## config.mk

```make
export PLATFORM = sky130hd
export DESIGN_NAME = rx_stat_counters
export DESIGN_NICKNAME = d
export VERILOG_FILES = /design/src/rtl/rxs_pkg.sv /design/src/rtl/rxs_frame_tracker.sv /design/src/rtl/rxs_sat_counter.sv /design/src/rtl/rx_stat_counters.sv
export SDC_FILE = /design/constraint.sdc
export NUM_CORES = 1
export LEC_CHECK = 0
export BUFFER_PORTS_ARGS = -buffer_cell sky130_fd_sc_hd__clkbuf_2
export CAP_MARGIN = 30
export CORE_ASPECT_RATIO = 1.1
export CORE_MARGIN = 2
export CORE_UTILIZATION = 40
export CTS_CLUSTER_SIZE = 14
export DETAILED_ROUTE_END_ITERATION = 8
export SLEW_MARGIN = 20
export SYNTH_ARGS = -nofsm -noshare
export SYNTH_HDL_FRONTEND = slang
export SYNTH_SLANG_ARGS = --single-unit
```

## constraint.sdc

```tcl
create_clock -name clk -period 2.9 [get_ports clk]
set_clock_uncertainty 0.05 [all_clocks]
set_input_delay 0.29 -clock clk [delete_from_list [all_inputs] [get_ports clk]]
set_output_delay 0.29 -clock clk [all_outputs]
set_load 0.02 [all_outputs]
```

## src/rtl/rxs_pkg.sv

```systemverilog
package rxs_pkg;
  typedef enum logic {
    SEL_DISC = 1'b0,
    SEL_ERRF = 1'b1
  } cnt_sel_e;

  typedef struct packed {
    logic errf;
    logic disc;
  } evt_s;
endpackage

```

## src/rtl/rxs_frame_tracker.sv

```systemverilog
module rxs_frame_tracker
  import rxs_pkg::*;
(
  input  logic clk,
  input  logic rst_n,
  input  logic frm_start,
  input  logic frm_sd_ok,
  input  logic sym_err,
  input  logic early_end,
  input  logic frm_end,
  output evt_s evt
);
  logic open_q, err_q;
  logic err_now, close_now;

  // errors only count while a frame is open
  assign err_now   = open_q & (sym_err | early_end);
  // a frame closes on normal end, premature end, or a restart
  assign close_now = open_q & (frm_end | early_end | frm_start);

  assign evt.disc = frm_start & ~frm_sd_ok;
  assign evt.errf = close_now & (err_q | err_now);

  always_ff @(posedge clk) begin
    if (!rst_n) begin
      open_q <= 1'b0;
      err_q  <= 1'b0;
    end else begin
      open_q <= frm_start | (open_q & ~(frm_end | early_end));
      if (frm_start || close_now) err_q <= 1'b0;
      else                        err_q <= err_q | err_now;
    end
  end

  AST_IDLE_NO_FLAG: assert property (@(posedge clk) disable iff (!rst_n)
    !open_q |-> !err_q);
  AST_START_OPENS: assert property (@(posedge clk) disable iff (!rst_n)
    frm_start |=> open_q);
  AST_EARLY_CLOSES: assert property (@(posedge clk) disable iff (!rst_n)
    (early_end && !frm_start) |=> !open_q);
endmodule

```

## src/rtl/rxs_sat_counter.sv

```systemverilog
module rxs_sat_counter #(
  parameter int CW = 16
) (
  input  logic          clk,
  input  logic          rst_n,
  input  logic          inc,
  input  logic          clr,
  output logic [CW-1:0] cnt
);
  localparam logic [CW-1:0] MAXV = {CW{1'b1}};
  localparam logic [CW-1:0] ONE  = {{(CW-1){1'b0}}, 1'b1};

  always_ff @(posedge clk) begin
    if (!rst_n)                  cnt <= '0;
    else if (clr)                cnt <= inc ? ONE : '0;
    else if (inc && cnt != MAXV) cnt <= cnt + ONE;
  end

  AST_NO_OVERFLOW: assert property (@(posedge clk) disable iff (!rst_n)
    (cnt == MAXV && !clr) |=> cnt == MAXV);
  AST_CLEAR_ON_READ: assert property (@(posedge clk) disable iff (!rst_n)
    (clr && !inc) |=> cnt == '0);
  AST_READ_KEEPS_EVT: assert property (@(posedge clk) disable iff (!rst_n)
    (clr && inc) |=> cnt == ONE);
  AST_STEP_ONE: assert property (@(posedge clk) disable iff (!rst_n)
    (!clr && inc && cnt != MAXV) |=> cnt == $past(cnt) + ONE);
endmodule

```

## src/rtl/rx_stat_counters.sv

```systemverilog
module rx_stat_counters
  import rxs_pkg::*;
#(
  parameter int CW = 16
) (
  input  logic          clk,
  input  logic          rst_n,
  input  logic          frm_start,
  input  logic          frm_sd_ok,
  input  logic          sym_err,
  input  logic          early_end,
  input  logic          frm_end,
  input  logic          rd_req,
  input  logic          rd_sel,
  output logic [CW-1:0] rd_data,
  output logic          rd_valid
);
  localparam int NCNT = 2;

  evt_s          evt;
  logic [NCNT-1:0] inc_v, clr_v;
  logic [CW-1:0] cnt_v [NCNT];

  rxs_frame_tracker u_trk (
    .clk(clk), .rst_n(rst_n), .frm_start(frm_start), .frm_sd_ok(frm_sd_ok),
    .sym_err(sym_err), .early_end(early_end), .frm_end(frm_end), .evt(evt)
  );

  assign inc_v[SEL_DISC] = evt.disc;
  assign inc_v[SEL_ERRF] = evt.errf;

  for (genvar i = 0; i < NCNT; i++) begin : g_cnt
    assign clr_v[i] = rd_req && (rd_sel == 1'(i));
    rxs_sat_counter #(.CW(CW)) u_cnt (
      .clk(clk), .rst_n(rst_n), .inc(inc_v[i]), .clr(clr_v[i]), .cnt(cnt_v[i])
    );
  end

  always_ff @(posedge clk) begin
    if (!rst_n) begin
      rd_data  <= '0;
      rd_valid <= 1'b0;
    end else begin
      rd_valid <= rd_req;
      if (rd_req) rd_data <= cnt_v[rd_sel];
    end
  end

  AST_RD_LATENCY: assert property (@(posedge clk) disable iff (!rst_n)
    rd_req |=> rd_valid);
  AST_RD_QUIET: assert property (@(posedge clk) disable iff (!rst_n)
    !rd_req |=> (!rd_valid && $stable(rd_data)));
endmodule

```

* Yosys cells after proc, flatten, opt, wreduce, memory -nomap -nowiden
Cells that the tools add are included.
** Word-level totals
- Register bits :: 51
- Bits in latches :: 0
- Bits in writable memories :: 0
- ROM bits :: 0
- Bits of input ports :: 9
- Output and inout port bits :: 17
- Memories kept :: 0
** Operators by class
- Add/sub/neg operators :: 2
- Multipliers :: 0
- Divide/modulo/power cells :: 0
- Order comparisons :: 1
- Equal/unequal tests :: 2
- Shifts and indexed selects :: 0
- Multiplexer cells :: 9
- Bitwise operators :: 15
- Reduce and logical (&&, ||, !) cells :: 8
** Operators by type and width (number)
- $mux 16 :: 7
- $add 16x1->16 const B :: 2
- $ne 16x16->1 const B :: 2
- $and 1x1->1 :: 5
- $or 1x1->1 :: 5
- $logic_and 1x1->1 :: 4
- $not 1->1 :: 4
- $reduce_bool 2->1 :: 2
- $ge 2x2->1 const B :: 1
- $mux 1 :: 2
- $not 1->2 :: 1
- $reduce_or 2->1 :: 1
- $logic_or 1x1->1 :: 1

* Logic depth before layout (Yosys ltp)
Gate-level depths: netlist of run 1.
- Word-level depth :: 7
- Mapped depth :: 7

* Modules after synthesis
Synthesis of run 1 repeated with hierarchy kept, for this count alone.
** Unflattened totals
- Cells, all modules :: 280
- Area, all modules :: 2506.2 µm²
** Modules (own cells, without submodules)
- rxs_sat_counter :: times used 2, cells an instance 98, area each 835.8 µm², seq. area each 320.3 µm²
- rx_stat_counters :: times used 1, cells an instance 74, area each 734.5 µm², seq. area each 340.3 µm²
- rxs_frame_tracker :: times used 1, cells an instance 10, area each 100.1 µm², seq. area each 40.0 µm²

* Least setup slack after synthesis of run 1
OpenSTA, ideal clock, no wires.
- Path kind :: register to register
- From :: register g_cnt[0].u_cnt.cnt[0]
- To :: register g_cnt[0].u_cnt.cnt[6]
- Library setup time :: 0.135 ns
- Arrival :: 1.671 ns
- Data required time :: 2.715 ns
- Setup slack :: 1.044 ns
- Stages on the path, launching flop included :: 8
- Path buffers :: 2
- Clock period less this slack :: 1.856 ns
- Cells stage by stage :: dfxtp_1 -> ha_1 -> and2_0 -> and4bb_1 -> buf_2 -> buf_2 -> o311ai_0 -> o41ai_1
** On the way
- Word-level cells in the longest chain between the ends :: 3
- Elaborated cells between the ends (all ways) :: 6
- Those cells by class :: add/sub (1); eq/ne (1); mux (2); reduce/logical (2)
** Ends and longest elaborated chain
- from (decl) :: line rxs_sat_counter.sv:8 : output logic [CW-1:0] cnt
- from (signal assigned) :: line rxs_sat_counter.sv:15 : else if (clr) cnt <= inc ? ONE : '0;
- from (signal assigned) :: line rxs_sat_counter.sv:16 : else if (inc && cnt != MAXV) cnt <= cnt + ONE;
- $add 16x1->16 or $ne 16x16->1 (tied branches) :: line rxs_sat_counter.sv:16
- $mux 16 or $logic_and 1x1->1 (tied branches) :: line rxs_sat_counter.sv:16
- $mux 16 or $reduce_bool 2->1 (tied branches)
Parallel ways exist; a longest one is shown, timed or not. The select of a mux whose other input is x is not followed.
A chain may end at the register's enable or synchronous reset.

* Worst setup path after layout of run 1
- From :: register g_cnt[0].u_cnt.cnt[0]
- To :: register g_cnt[0].u_cnt.cnt[0]
The elaborated chain is that of the path after synthesis.

==> impl_metrics.prom, run 1 <==
# TYPE chip_impl_metric gauge
chip_impl_info{name="outcome",value="finished clean"} 1
chip_impl_metric{name="cp.arrival",unit="ns"} 2.30
chip_impl_info{name="crit_path_end_kind",value="register"} 1
chip_impl_metric{name="nets",unit=""} 326
chip_impl_info{name="synth_area_leaders",value="sky130_fd_sc_hd__dfxtp_1 (39%), sky130_fd_sc_hd__mux2i_1 (9.1%), sky130_fd_sc_hd__nand2_1 (6.4%)"} 1
chip_impl_metric{name="synth_top_area_share",unit="%"} 38.8
chip_impl_metric{name="vdd_ir_drop_max",unit="mV"} 0.155
chip_impl_metric{name="syn-mean-instance-area",unit="µm²"} 8.80
chip_impl_metric{name="numCtsBuffers",unit=""} 5
chip_impl_metric{name="async_reset_ff_share",unit="%"} 0
chip_impl_metric{name="finalSetupViolCount",unit=""} 0
chip_impl_metric{name="grt_start_max_net_pins",unit=""} 37
chip_impl_info{name="timing.hold.worst.class",value="in -> reg"} 1
chip_impl_metric{name="route.final.wire_length",unit="mm"} 5.76
chip_impl_metric{name="grt_antenna_before_repair",unit=""} 0
chip_impl_metric{name="fp.dieW",unit="µm"} 81.3
chip_impl_metric{name="synth_cell_type_count",unit=""} 45
chip_impl_metric{name="synth_enable_flop_cells",unit=""} 0
chip_impl_metric{name="place_hpwl",unit="mm"} 4.17
chip_impl_metric{name="start_util",unit="%"} 40.6
chip_impl_metric{name="first_global_vias",unit=""} 1889
chip_impl_metric{name="area_delta_synth_final",unit="%"} 9.13
chip_impl_metric{name="clkLatencyLatePin",unit="ns"} 0.30
chip_impl_metric{name="drtIter0Drc",unit=""} 125
chip_impl_metric{name="numPlacedInstances",unit=""} 390
chip_impl_metric{name="number_of_port_buffers",unit=""} 25
chip_impl_metric{name="ioPinCount",unit=""} 26
chip_impl_metric{name="postCtsHoldBufs",unit=""} 0
chip_impl_metric{name="f_max",unit="MHz"} 464
chip_impl_metric{name="dieArea",unit="µm²"} 7240
chip_impl_metric{name="power.density_cell_area",unit="nW/µm²"} 437
chip_impl_metric{name="diodes",unit=""} 0
chip_impl_metric{name="route.antenna.remaining_nets",unit=""} 0
chip_impl_metric{name="final_layout_setup_total_negative_slack",unit="ns"} 0
chip_impl_metric{name="fin_crit",unit="ns"} 2.16
chip_impl_info{name="dominant_cell_by_count_in_the_synthesized_netlist",value="sky130_fd_sc_hd__dfxtp_1"} 1
chip_impl_metric{name="static-leakage-power",unit="nW"} 1.17
chip_impl_metric{name="clock_sinks",unit=""} 51
chip_impl_metric{name="yosys_warnings",unit=""} 0
chip_impl_metric{name="postCtsSetupRepairBufs",unit=""} 0
chip_impl_metric{name="clk_path_buf_depth",unit=""} 2
chip_impl_metric{name="post-route-worst-setup-slack",unit="ns"} 0.743
chip_impl_metric{name="vias",unit=""} 2251
chip_impl_metric{name="via_per_inst",unit=""} 5.67
chip_impl_metric{name="grt_pass1_wl",unit="mm"} 9.45
chip_impl_metric{name="grt.overflow.total",unit=""} 0
chip_impl_info{name="worst_setup_path_start_kind",value="register"} 1
chip_impl_metric{name="die_y",unit="µm"} 89.1
chip_impl_metric{name="syn_area",unit="µm²"} 2630
chip_impl_metric{name="htreeDepth",unit=""} 2
chip_impl_metric{name="seq_area_frac_synth",unit="%"} 38.8
chip_impl_info{name="clockRootBuffer",value="sky130_fd_sc_hd__clkbuf_8"} 1
chip_impl_metric{name="remaining_drc_errors",unit=""} 0
chip_impl_metric{name="final_min_period_over_clock_period",unit="%"} 74.4
chip_impl_metric{name="max_cap_violations",unit=""} 0
chip_impl_metric{name="wl_per_cell",unit="µm"} 14.5
chip_impl_metric{name="postSynthCellCount",unit=""} 299
chip_impl_info{name="crit_type",value="reg -> reg"} 1
chip_impl_metric{name="critPathMaxFanout",unit=""} 20
chip_impl_metric{name="maxSlewHeadroom",unit="%"} 52.9
chip_impl_info{name="post-synth-top-area-cell",value="sky130_fd_sc_hd__dfxtp_1"} 1
chip_impl_metric{name="grt.total_usage",unit="%"} 16.7
chip_impl_metric{name="worstMarginPinSlew",unit="ns"} 0.706
chip_impl_metric{name="synth-seq-cells",unit=""} 51
chip_impl_info{name="rsz0062_at_grt",value="no"} 1
chip_impl_info{name="tritoncts",value="done"} 1
chip_impl_metric{name="final_cells",unit=""} 397
chip_impl_metric{name="num_rows",unit=""} 31
chip_impl_metric{name="mappedNetlistNets",unit=""} 310
chip_impl_metric{name="critical_path_required",unit="ns"} 3.05
chip_impl_metric{name="drt-pass1-iter-count",unit=""} 4
chip_impl_metric{name="final_layout_size_suffix_gt1_share",unit="%"} 12.4
chip_impl_metric{name="path_clk_slew",unit="ns"} 0.09
chip_impl_metric{name="fillerInstances",unit=""} 652
chip_impl_metric{name="finalWeightedCongestion",unit=""} 0.782
chip_impl_metric{name="cts_resized",unit=""} 0
chip_impl_metric{name="coreArea",unit="µm²"} 6480
chip_impl_info{name="dominantRegCellSynth",value="sky130_fd_sc_hd__dfxtp_1"} 1
chip_impl_metric{name="drv_slew",unit=""} 0
chip_impl_info{name="synth_top_cells_by_count",value="sky130_fd_sc_hd__dfxtp_1 (51), sky130_fd_sc_hd__nand2_1 (45), sky130_fd_sc_hd__a21oi_1 (24), sky130_fd_sc_hd__mux2i_1 (24), sky130_fd_sc_hd__o211a_1 (16)"} 1
chip_impl_metric{name="pre_cts_slack",unit="ns"} 0.769
chip_impl_metric{name="finalHoldViolations",unit=""} 0
[sequential cells by signal, indices dropped and copies added (netlist names)]
signal and flops:
g_cnt.u_cnt.cnt 32, rd_data 16, rd_valid 1, u_trk.err_q 1, u_trk.open_q 1
[per-stage QoR]
stage               total power, mW  hold slack [ns]  instance area (µm²)  util [%]
finish                         1.26            0.180                 2870      44.3
global placement              0.855            0.410                 2780      43.0
floorplan                     0.822            0.316                 2630         -
global route                   1.32            0.185                 2870      44.3
detailed placement            0.857            0.416                 2780      43.0
CTS                            1.27            0.176                 2870      44.3
[final cells by class]
| cell class | instances | area, µm² | area share (%) |
|---|---|---|---|
| clock buffer | 6 | 82.6 | 2.88 |
| clock inverter | 1 | 5.00 | 0.174 |
| inverter | 2 | 7.51 | 0.261 |
| multi-input combinational | 227 | 1510 | 52.4 |
| sequential | 51 | 1020 | 35.6 |
| tap | 82 | 103 | 3.57 |
| timing repair buffer | 28 | 148 | 5.14 |
[final timing paths]
kind / from / end / slack [ns] / cells past startpoint
worst min register to register: g_cnt[0].u_cnt.cnt[14] / g_cnt[0].u_cnt.cnt[14] / 0.43 / 2
worst min-delay path: frm_start / u_trk.err_q / 0.18 / 2
worst max register to register: g_cnt[0].u_cnt.cnt[0] / g_cnt[0].u_cnt.cnt[0] / 0.74 / 5
worst max-delay path: g_cnt[0].u_cnt.cnt[0] / g_cnt[0].u_cnt.cnt[0] / 0.74 / 5
[cells in the final DEF, fill, tap and decap left out, types with 2 or more instances in the layout]
cell type / Yosys / routed
sky130_fd_sc_hd__buf_4: 1 / 3
sky130_fd_sc_hd__o211a_1: 16 / 16
sky130_fd_sc_hd__nand4_1: 7 / 7
sky130_fd_sc_hd__and4_1: 6 / 6
sky130_fd_sc_hd__a211oi_1: 2 / 2
sky130_fd_sc_hd__inv_1: 2 / 2
sky130_fd_sc_hd__nand3_1: 15 / 15
sky130_fd_sc_hd__or3_1: 2 / 2
sky130_fd_sc_hd__mux2i_1: 24 / 24
sky130_fd_sc_hd__clkbuf_8: 0 / 6
sky130_fd_sc_hd__and2_1: 3 / 3
sky130_fd_sc_hd__or4_1: 13 / 13
sky130_fd_sc_hd__clkbuf_2: 0 / 25
sky130_fd_sc_hd__nor2_1: 3 / 3
sky130_fd_sc_hd__o211ai_1: 3 / 3
sky130_fd_sc_hd__a21oi_1: 24 / 24
sky130_fd_sc_hd__o31ai_1: 13 / 13
sky130_fd_sc_hd__ha_1: 2 / 2
sky130_fd_sc_hd__nor4_1: 4 / 4
sky130_fd_sc_hd__dfxtp_1: 51 / 51
sky130_fd_sc_hd__nor3_1: 2 / 2
sky130_fd_sc_hd__nand2b_1: 10 / 10
sky130_fd_sc_hd__and3_1: 4 / 4
sky130_fd_sc_hd__nor2b_1: 2 / 2
sky130_fd_sc_hd__o41ai_1: 3 / 3
sky130_fd_sc_hd__o21ai_0: 7 / 6
sky130_fd_sc_hd__nand2_1: 45 / 45
[metal layers]
layer	GRT usage (%)	wire length, µm	up-vias
li1	-	-	1170
met1	23.1	2890	1057
met2	26.8	2710	19
met3	3.43	120	5
met4	3.70	44	0
met5	0	0	-
[report_power, final]
part           internal [mW]  switching [mW]
Combinational         0.0402          0.0732
Clock                  0.188           0.229
Sequential             0.715          0.0103
[worst max-delay path, cell delays in order (launching register included)]
cell	delay, ns
sky130_fd_sc_hd__dfxtp_1	0.43
sky130_fd_sc_hd__ha_1	0.20
sky130_fd_sc_hd__and2_0	0.27
sky130_fd_sc_hd__and4bb_1	0.63
sky130_fd_sc_hd__a211oi_1	0.16
sky130_fd_sc_hd__o31a_1	0.31
[cell families (layout without fill, tap and decap cells)]
| family | Yosys count | after routing | share of synthesized area, % |
|---|---|---|---|
| compound gates | 78 | 78 | 21.4 |
| fa+ha+maj | 2 | 2 | 0.951 |
| buf+inv | 21 | 37 | 3.99 |
| flops | 51 | 51 | 38.8 |
| mux | 24 | 24 | 9.13 |
| simple gates | 123 | 123 | 25.7 |
Power figures use the tool's default switching activity.
==> run 2: changes to the inputs <==
==> constraint.sdc (replaced) <==
create_clock -name clk -period 2.2 [get_ports clk]
set_clock_uncertainty 0.05 [all_clocks]
set_input_delay 0.22 -clock clk [delete_from_list [all_inputs] [get_ports clk]]
set_output_delay 0.22 -clock clk [all_outputs]
set_load 0.02 [all_outputs]
==> impl_metrics.prom, run 2 (same netlist as run 1, synthesis figures left out) <==
# TYPE chip_impl_metric gauge
chip_impl_metric{name="grt.overflow.total",unit=""} 0
chip_impl_metric{name="f_max",unit="MHz"} 517
chip_impl_metric{name="diodes",unit=""} 0
chip_impl_metric{name="drt-pass1-iter-count",unit=""} 4
chip_impl_metric{name="clock_sinks",unit=""} 51
chip_impl_metric{name="coreArea",unit="µm²"} 6480
chip_impl_metric{name="start_util",unit="%"} 40.6
chip_impl_metric{name="route.antenna.remaining_nets",unit=""} 0
chip_impl_metric{name="finalHoldViolations",unit=""} 0
chip_impl_info{name="clockRootBuffer",value="sky130_fd_sc_hd__clkbuf_8"} 1
chip_impl_info{name="largest_registers",value="g_cnt.u_cnt.cnt (32), rd_data (16)"} 1
chip_impl_metric{name="grt_pass1_wl",unit="mm"} 10.1
chip_impl_metric{name="numCtsBuffers",unit=""} 5
chip_impl_metric{name="remaining_drc_errors",unit=""} 0
chip_impl_metric{name="place_hpwl",unit="mm"} 4.42
chip_impl_info{name="tritoncts",value="done"} 1
chip_impl_metric{name="postCtsSetupRepairBufs",unit=""} 0
chip_impl_metric{name="wl_per_cell",unit="µm"} 15.2
chip_impl_metric{name="finalSetupViolCount",unit=""} 0
chip_impl_metric{name="final_layout_setup_total_negative_slack",unit="ns"} 0
chip_impl_metric{name="first_global_vias",unit=""} 2068
chip_impl_metric{name="worstMarginPinSlew",unit="ns"} 0.518
chip_impl_metric{name="fillerInstances",unit=""} 654
chip_impl_info{name="worst_setup_path_start_kind",value="register"} 1
chip_impl_metric{name="static-leakage-power",unit="nW"} 1.19
chip_impl_metric{name="largest_reg_flops",unit=""} 32
chip_impl_info{name="rsz0062_at_grt",value="no"} 1
chip_impl_metric{name="clkLatencyLatePin",unit="ns"} 0.31
chip_impl_metric{name="grt_start_max_net_pins",unit=""} 27
chip_impl_metric{name="layout.area.seq",unit="µm²"} 1020
chip_impl_metric{name="vdd_ir_drop_max",unit="mV"} 0.253
chip_impl_metric{name="via_per_inst",unit=""} 5.72
chip_impl_info{name="regMostFlops",value="g_cnt.u_cnt.cnt"} 1
chip_impl_metric{name="final_min_period_over_clock_period",unit="%"} 88.0
chip_impl_metric{name="cts_resized",unit=""} 0
chip_impl_info{name="crit_path_end_kind",value="register"} 1
chip_impl_metric{name="multi_input_area",unit="µm²"} 1510
chip_impl_metric{name="maxSlewHeadroom",unit="%"} 65.5
chip_impl_info{name="final_common_cell",value="sky130_fd_sc_hd__dfxtp_1"} 1
chip_impl_metric{name="grt_antenna_before_repair",unit=""} 0
chip_impl_metric{name="number_of_port_buffers",unit=""} 25
chip_impl_metric{name="final_layout_size_suffix_gt1_share",unit="%"} 13.8
chip_impl_metric{name="die_y",unit="µm"} 89.1
chip_impl_metric{name="cp.arrival",unit="ns"} 2.13
chip_impl_metric{name="critical_path_required",unit="ns"} 2.39
chip_impl_info{name="layout_common_cells",value="sky130_fd_sc_hd__dfxtp_1 (51), sky130_fd_sc_hd__nand2_1 (45), sky130_fd_sc_hd__clkbuf_2 (25)"} 1
chip_impl_metric{name="dieArea",unit="µm²"} 7240
chip_impl_metric{name="fin_crit",unit="ns"} 1.93
chip_impl_info{name="outcome",value="finished clean"} 1
chip_impl_metric{name="ioPinCount",unit=""} 26
chip_impl_metric{name="grt.total_usage",unit="%"} 18.1
chip_impl_metric{name="drtIter0Drc",unit=""} 114
chip_impl_metric{name="clk_path_buf_depth",unit=""} 2
chip_impl_metric{name="drv_slew",unit=""} 0
chip_impl_metric{name="vias",unit=""} 2300
chip_impl_info{name="timing.hold.worst.class",value="in -> reg"} 1
chip_impl_metric{name="max_cap_violations",unit=""} 0
chip_impl_metric{name="path_clk_slew",unit="ns"} 0.09
chip_impl_info{name="crit_type",value="reg -> reg"} 1
chip_impl_metric{name="critPathMaxFanout",unit=""} 20
chip_impl_metric{name="num_rows",unit=""} 31
chip_impl_metric{name="route.final.wire_length",unit="mm"} 6.11
chip_impl_metric{name="htreeDepth",unit=""} 2
chip_impl_metric{name="postCtsHoldBufs",unit=""} 0
chip_impl_metric{name="nets",unit=""} 331
chip_impl_metric{name="fp.dieW",unit="µm"} 81.3
chip_impl_metric{name="power.density_cell_area",unit="nW/µm²"} 602
chip_impl_metric{name="area_delta_synth_final",unit="%"} 11.1
chip_impl_metric{name="post-layout-total-power",unit="mW"} 1.76
chip_impl_metric{name="finalWeightedCongestion",unit=""} 0.805
run 2: cell types whose count changed in the layout (fill, tap and decap cells not counted):
cell / delta
sky130_fd_sc_hd__clkbuf_8: -1
sky130_fd_sc_hd__clkinv_2: -1
sky130_fd_sc_hd__clkbuf_1: +1
sky130_fd_sc_hd__buf_4: +5
sky130_fd_sc_hd__bufinv_16: +1
sky130_fd_sc_hd__and4bb_2: +1
sky130_fd_sc_hd__and4bb_1: -1
run 2: routing by layer:
metal	global-route usage, %	part of all wire, %	vias up
met5	0	0	-
met4	6.32	1.7	0
met3	3.33	4.0	9
met2	29.0	46	40
met1	24.3	48	1066
li1	-	-	1185
run 2: final cells by class:
type,instances,area share [%]
inverter,2,0.257
clock buffer,6,2.48
clock inverter,1,1.03
sequential,51,34.9
timing repair buffer,33,6.33
multi-input combinational,227,51.5
tap,82,3.51
run 2: critical path, cell delays in order (launching register included):
cell and delay [ns]:
sky130_fd_sc_hd__dfxtp_1 0.37, sky130_fd_sc_hd__ha_1 0.23, sky130_fd_sc_hd__and2_0 0.17, sky130_fd_sc_hd__and4bb_2 0.35, sky130_fd_sc_hd__or4_1 0.55, sky130_fd_sc_hd__a21oi_1 0.14
run 2: per-stage QoR:
step	utilization, %	instance area [µm²]	worst slack [ns]	hold slack (ns)	cells
floorplan	-	2630	0.344	0.246	299
global placement	43.6	2820	0.256	0.410	395
detailed placement	43.6	2820	0.185	0.415	395
CTS	45.1	2920	0.164	0.104	402
global route	45.1	2920	0.144	0.106	402
finish	45.1	2920	0.265	0.108	402
run 2: worst paths after layout:
path / start / slack [ns] / cells after the start / to
worst max-delay path: g_cnt[0].u_cnt.cnt[0] / 0.27 / 5 / g_cnt[0].u_cnt.cnt[9]
worst min-delay path: frm_start / 0.11 / 2 / u_trk.err_q
worst max register to register: g_cnt[0].u_cnt.cnt[0] / 0.27 / 5 / g_cnt[0].u_cnt.cnt[9]
worst min register to register: g_cnt[0].u_cnt.cnt[14] / 0.43 / 2 / g_cnt[0].u_cnt.cnt[14]
run 2: report_power, final:
group	leakage, nW	switching [mW]	internal [mW]	total, mW
clock network	0.0513	0.314	0.334	0.648
logic	0.726	0.0976	0.0567	0.154
registers	0.415	0.0138	0.943	0.957
total	1.19	0.426	1.33	1.76
==> run 3: changes to the inputs <==
--- a/config.mk
+++ b/config.mk
@@ -12,6 +12,7 @@
 export CORE_UTILIZATION = 40
 export CTS_CLUSTER_SIZE = 14
 export DETAILED_ROUTE_END_ITERATION = 8
+export SETUP_SLACK_MARGIN = 0.4
 export SLEW_MARGIN = 20
 export SYNTH_ARGS = -nofsm -noshare
 export SYNTH_HDL_FRONTEND = slang
==> impl_metrics.prom, run 3 (same netlist as run 1, synthesis figures left out) <==
# TYPE chip_impl_metric gauge
chip_impl_metric{name="start_util",unit="%"} 40.6
chip_impl_info{name="maxUsedRoutingLayer",value="met4"} 1
chip_impl_metric{name="wl_per_cell",unit="µm"} 15.2
chip_impl_metric{name="drv_slew",unit=""} 0
chip_impl_metric{name="ioPinCount",unit=""} 26
chip_impl_metric{name="grt_start_max_net_pins",unit=""} 21
chip_impl_metric{name="numCtsBuffers",unit=""} 5
chip_impl_info{name="crit_path_end_kind",value="register"} 1
chip_impl_metric{name="final_layout_size_suffix_gt1_share",unit="%"} 17.9
chip_impl_metric{name="final_layout_setup_total_negative_slack",unit="ns"} 0
chip_impl_metric{name="via_per_inst",unit=""} 5.81
chip_impl_info{name="holdPathEnd",value="u_trk.err_q"} 1
chip_impl_info{name="timing.hold.worst.class",value="in -> reg"} 1
chip_impl_metric{name="drtIter0Drc",unit=""} 117
chip_impl_metric{name="routed-wl-met3",unit="µm"} 176
chip_impl_metric{name="area_delta_synth_final",unit="%"} 12.9
chip_impl_metric{name="worstMarginPinSlew",unit="ns"} 0.501
chip_impl_info{name="path_cells",value="ha_1, and2_4, and4bb_4, or4_4, a21oi_2"} 1
chip_impl_metric{name="num_rows",unit=""} 31
chip_impl_metric{name="place_hpwl",unit="mm"} 4.31
chip_impl_metric{name="r2r.worst_path.cells",unit=""} 5
chip_impl_metric{name="vias",unit=""} 2360
chip_impl_metric{name="coreArea",unit="µm²"} 6480
chip_impl_info{name="outcome",value="finished clean"} 1
chip_impl_metric{name="largest_reg_flops",unit=""} 32
chip_impl_metric{name="numPlacedInstances",unit=""} 395
chip_impl_metric{name="reg2reg_slack",unit="ns"} 0.44
chip_impl_metric{name="finalWeightedCongestion",unit=""} 0.795
chip_impl_metric{name="finalHoldViolations",unit=""} 0
chip_impl_metric{name="grt_pass1_wl",unit="mm"} 9.62
chip_impl_metric{name="finalSetupViolCount",unit=""} 0
chip_impl_info{name="critPathTopFamily",value="simple AND/OR/NAND/NOR gates"} 1
chip_impl_metric{name="wl_met2",unit="mm"} 2.98
chip_impl_metric{name="nets",unit=""} 334
chip_impl_metric{name="grt.total_usage",unit="%"} 17.0
chip_impl_info{name="cp-startpoint",value="g_cnt[0].u_cnt.cnt[0]"} 1
chip_impl_metric{name="die_y",unit="µm"} 89.1
chip_impl_metric{name="clkLatencyLatePin",unit="ns"} 0.31
chip_impl_info{name="r2r-start",value="g_cnt[0].u_cnt.cnt[0]"} 1
chip_impl_metric{name="drt-pass1-iter-count",unit=""} 4
chip_impl_metric{name="number_of_port_buffers",unit=""} 25
chip_impl_metric{name="route.final.wire_length",unit="mm"} 6.15
chip_impl_metric{name="remaining_drc_errors",unit=""} 0
chip_impl_metric{name="critical_path.max_stage_delay",unit="ns"} 0.52
chip_impl_metric{name="critical_path_required",unit="ns"} 2.39
chip_impl_metric{name="grt.overflow.total",unit=""} 0
chip_impl_metric{name="cp.arrival",unit="ns"} 1.96
chip_impl_metric{name="htreeDepth",unit=""} 2
chip_impl_info{name="layout_common_cells",value="sky130_fd_sc_hd__dfxtp_1 (47), sky130_fd_sc_hd__nand2_1 (45), sky130_fd_sc_hd__clkbuf_2 (25)"} 1
chip_impl_metric{name="first_global_vias",unit=""} 1942
chip_impl_metric{name="path_clk_slew",unit="ns"} 0.09
chip_impl_info{name="tritoncts",value="done"} 1
chip_impl_metric{name="f_max",unit="MHz"} 567
chip_impl_metric{name="hold-worst-slack",unit="ns"} 0.108
chip_impl_info{name="rsz0062_at_grt",value="yes"} 1
chip_impl_info{name="largest_registers",value="g_cnt.u_cnt.cnt (32), rd_data (16)"} 1
chip_impl_metric{name="power.density_cell_area",unit="nW/µm²"} 556
chip_impl_info{name="clockRootBuffer",value="sky130_fd_sc_hd__clkbuf_8"} 1
chip_impl_metric{name="grt_antenna_before_repair",unit=""} 0
chip_impl_metric{name="cp.buffers_inverters",unit=""} 0
chip_impl_metric{name="final_min_period_over_clock_period",unit="%"} 80.1
chip_impl_metric{name="fp.dieW",unit="µm"} 81.3
chip_impl_metric{name="dieArea",unit="µm²"} 7240
chip_impl_metric{name="final_cells",unit=""} 406
chip_impl_metric{name="clk_path_buf_depth",unit=""} 2
chip_impl_metric{name="final_util",unit="%"} 45.9
chip_impl_metric{name="critPathMaxFanout",unit=""} 10
chip_impl_info{name="crit_type",value="reg -> reg"} 1
chip_impl_info{name="hp_start",value="frm_start"} 1
chip_impl_metric{name="maxSlewHeadroom",unit="%"} 66.6
chip_impl_metric{name="fin_crit",unit="ns"} 1.76
chip_impl_info{name="final_common_cell",value="sky130_fd_sc_hd__dfxtp_1"} 1
chip_impl_metric{name="static-leakage-power",unit="nW"} 1.20
chip_impl_metric{name="clock_sinks",unit=""} 51
chip_impl_metric{name="post-layout-total-power",unit="mW"} 1.65
chip_impl_metric{name="route.antenna.remaining_nets",unit=""} 0
chip_impl_info{name="worst_setup_path_start_kind",value="register"} 1
chip_impl_metric{name="total_routed_wire_length_on_the_met1_layer",unit="mm"} 2.93
chip_impl_info{name="regMostFlops",value="g_cnt.u_cnt.cnt"} 1
chip_impl_metric{name="worstHoldPathCells",unit=""} 2
chip_impl_info{name="critical-path-slowest-cell",value="sky130_fd_sc_hd__or4_4"} 1
chip_impl_metric{name="max_cap_violations",unit=""} 0
chip_impl_info{name="worst_r2r_endpoint",value="g_cnt[0].u_cnt.cnt[8]"} 1
chip_impl_metric{name="diodes",unit=""} 0
chip_impl_metric{name="vdd_ir_drop_max",unit="mV"} 0.281
run 3: cell types whose count changed in the layout (fill, tap and decap cells not counted), moves of 2 or more:
| cell | previous run | this run |
|---|---|---|
| sky130_fd_sc_hd__dfxtp_1 | 51 | 47 |
| sky130_fd_sc_hd__and4_1 | 6 | 3 |
| sky130_fd_sc_hd__and4_4 | 1 | 3 |
| sky130_fd_sc_hd__dfxtp_2 | 0 | 3 |
| sky130_fd_sc_hd__buf_4 | 8 | 10 |
run 3: what timing repair did:
| item | in CTS | in global routing |
|---|---|---|
| hold buffers | 0 | 0 |
| pin swaps | 1 | 2 |
| buffers inserted | 2 | 0 |
| cloned | 0 | 1 |
| gates resized for setup | 8 | 8 |
| setup endpoints to repair | 19 | 15 |
run 3: final cells by class:
class,instances,area (µm²)
Clock buffer,7,76.3
Clock inverter,1,5.00
Fill cell,640,3510
Inverter,2,7.51
Multi-Input combinational cell,228,1550
Sequential cell,51,1030
Tap cell,82,103
Timing Repair Buffer,35,200
run 3: worst max-delay path by stage:
stage	slack, ns	endpoint	cells after the start
6_report	0.44	g_cnt[0].u_cnt.cnt[8]	5
5_1_grt	0.37	g_cnt[0].u_cnt.cnt[8]	5
4_1_cts	0.41	g_cnt[0].u_cnt.cnt[8]	5
3_5_place_dp	0.20	g_cnt[0].u_cnt.cnt[0]	5
3_3_place_gp	0.23	g_cnt[0].u_cnt.cnt[0]	5
2_1_floorplan	0.40	g_cnt[1].u_cnt.cnt[6]	6
run 3: power breakdown:
group	switching, mW	total [mW]	internal (mW)
logic	0.0994	0.158	0.0586
registers	0.0149	0.958	0.943
clock network	0.313	0.537	0.224
run 3: layer usage:
| metal | up-vias | track usage [%] |
|---|---|---|
| met2 | 34 | 27.0 |
| li1 | 1188 | - |
| met5 | - | 0 |
| met1 | 1133 | 23.6 |
| met4 | 0 | 4.62 |
| met3 | 5 | 3.13 |
run 3: through the flow:
stage	setup slack [ns]	instance area [µm²]
final	0.438	2970
after global routing	0.374	2970
after CTS	0.413	2930
after detailed placement	0.197	2820
after global placement	0.232	2820
after floorplan	0.402	2630
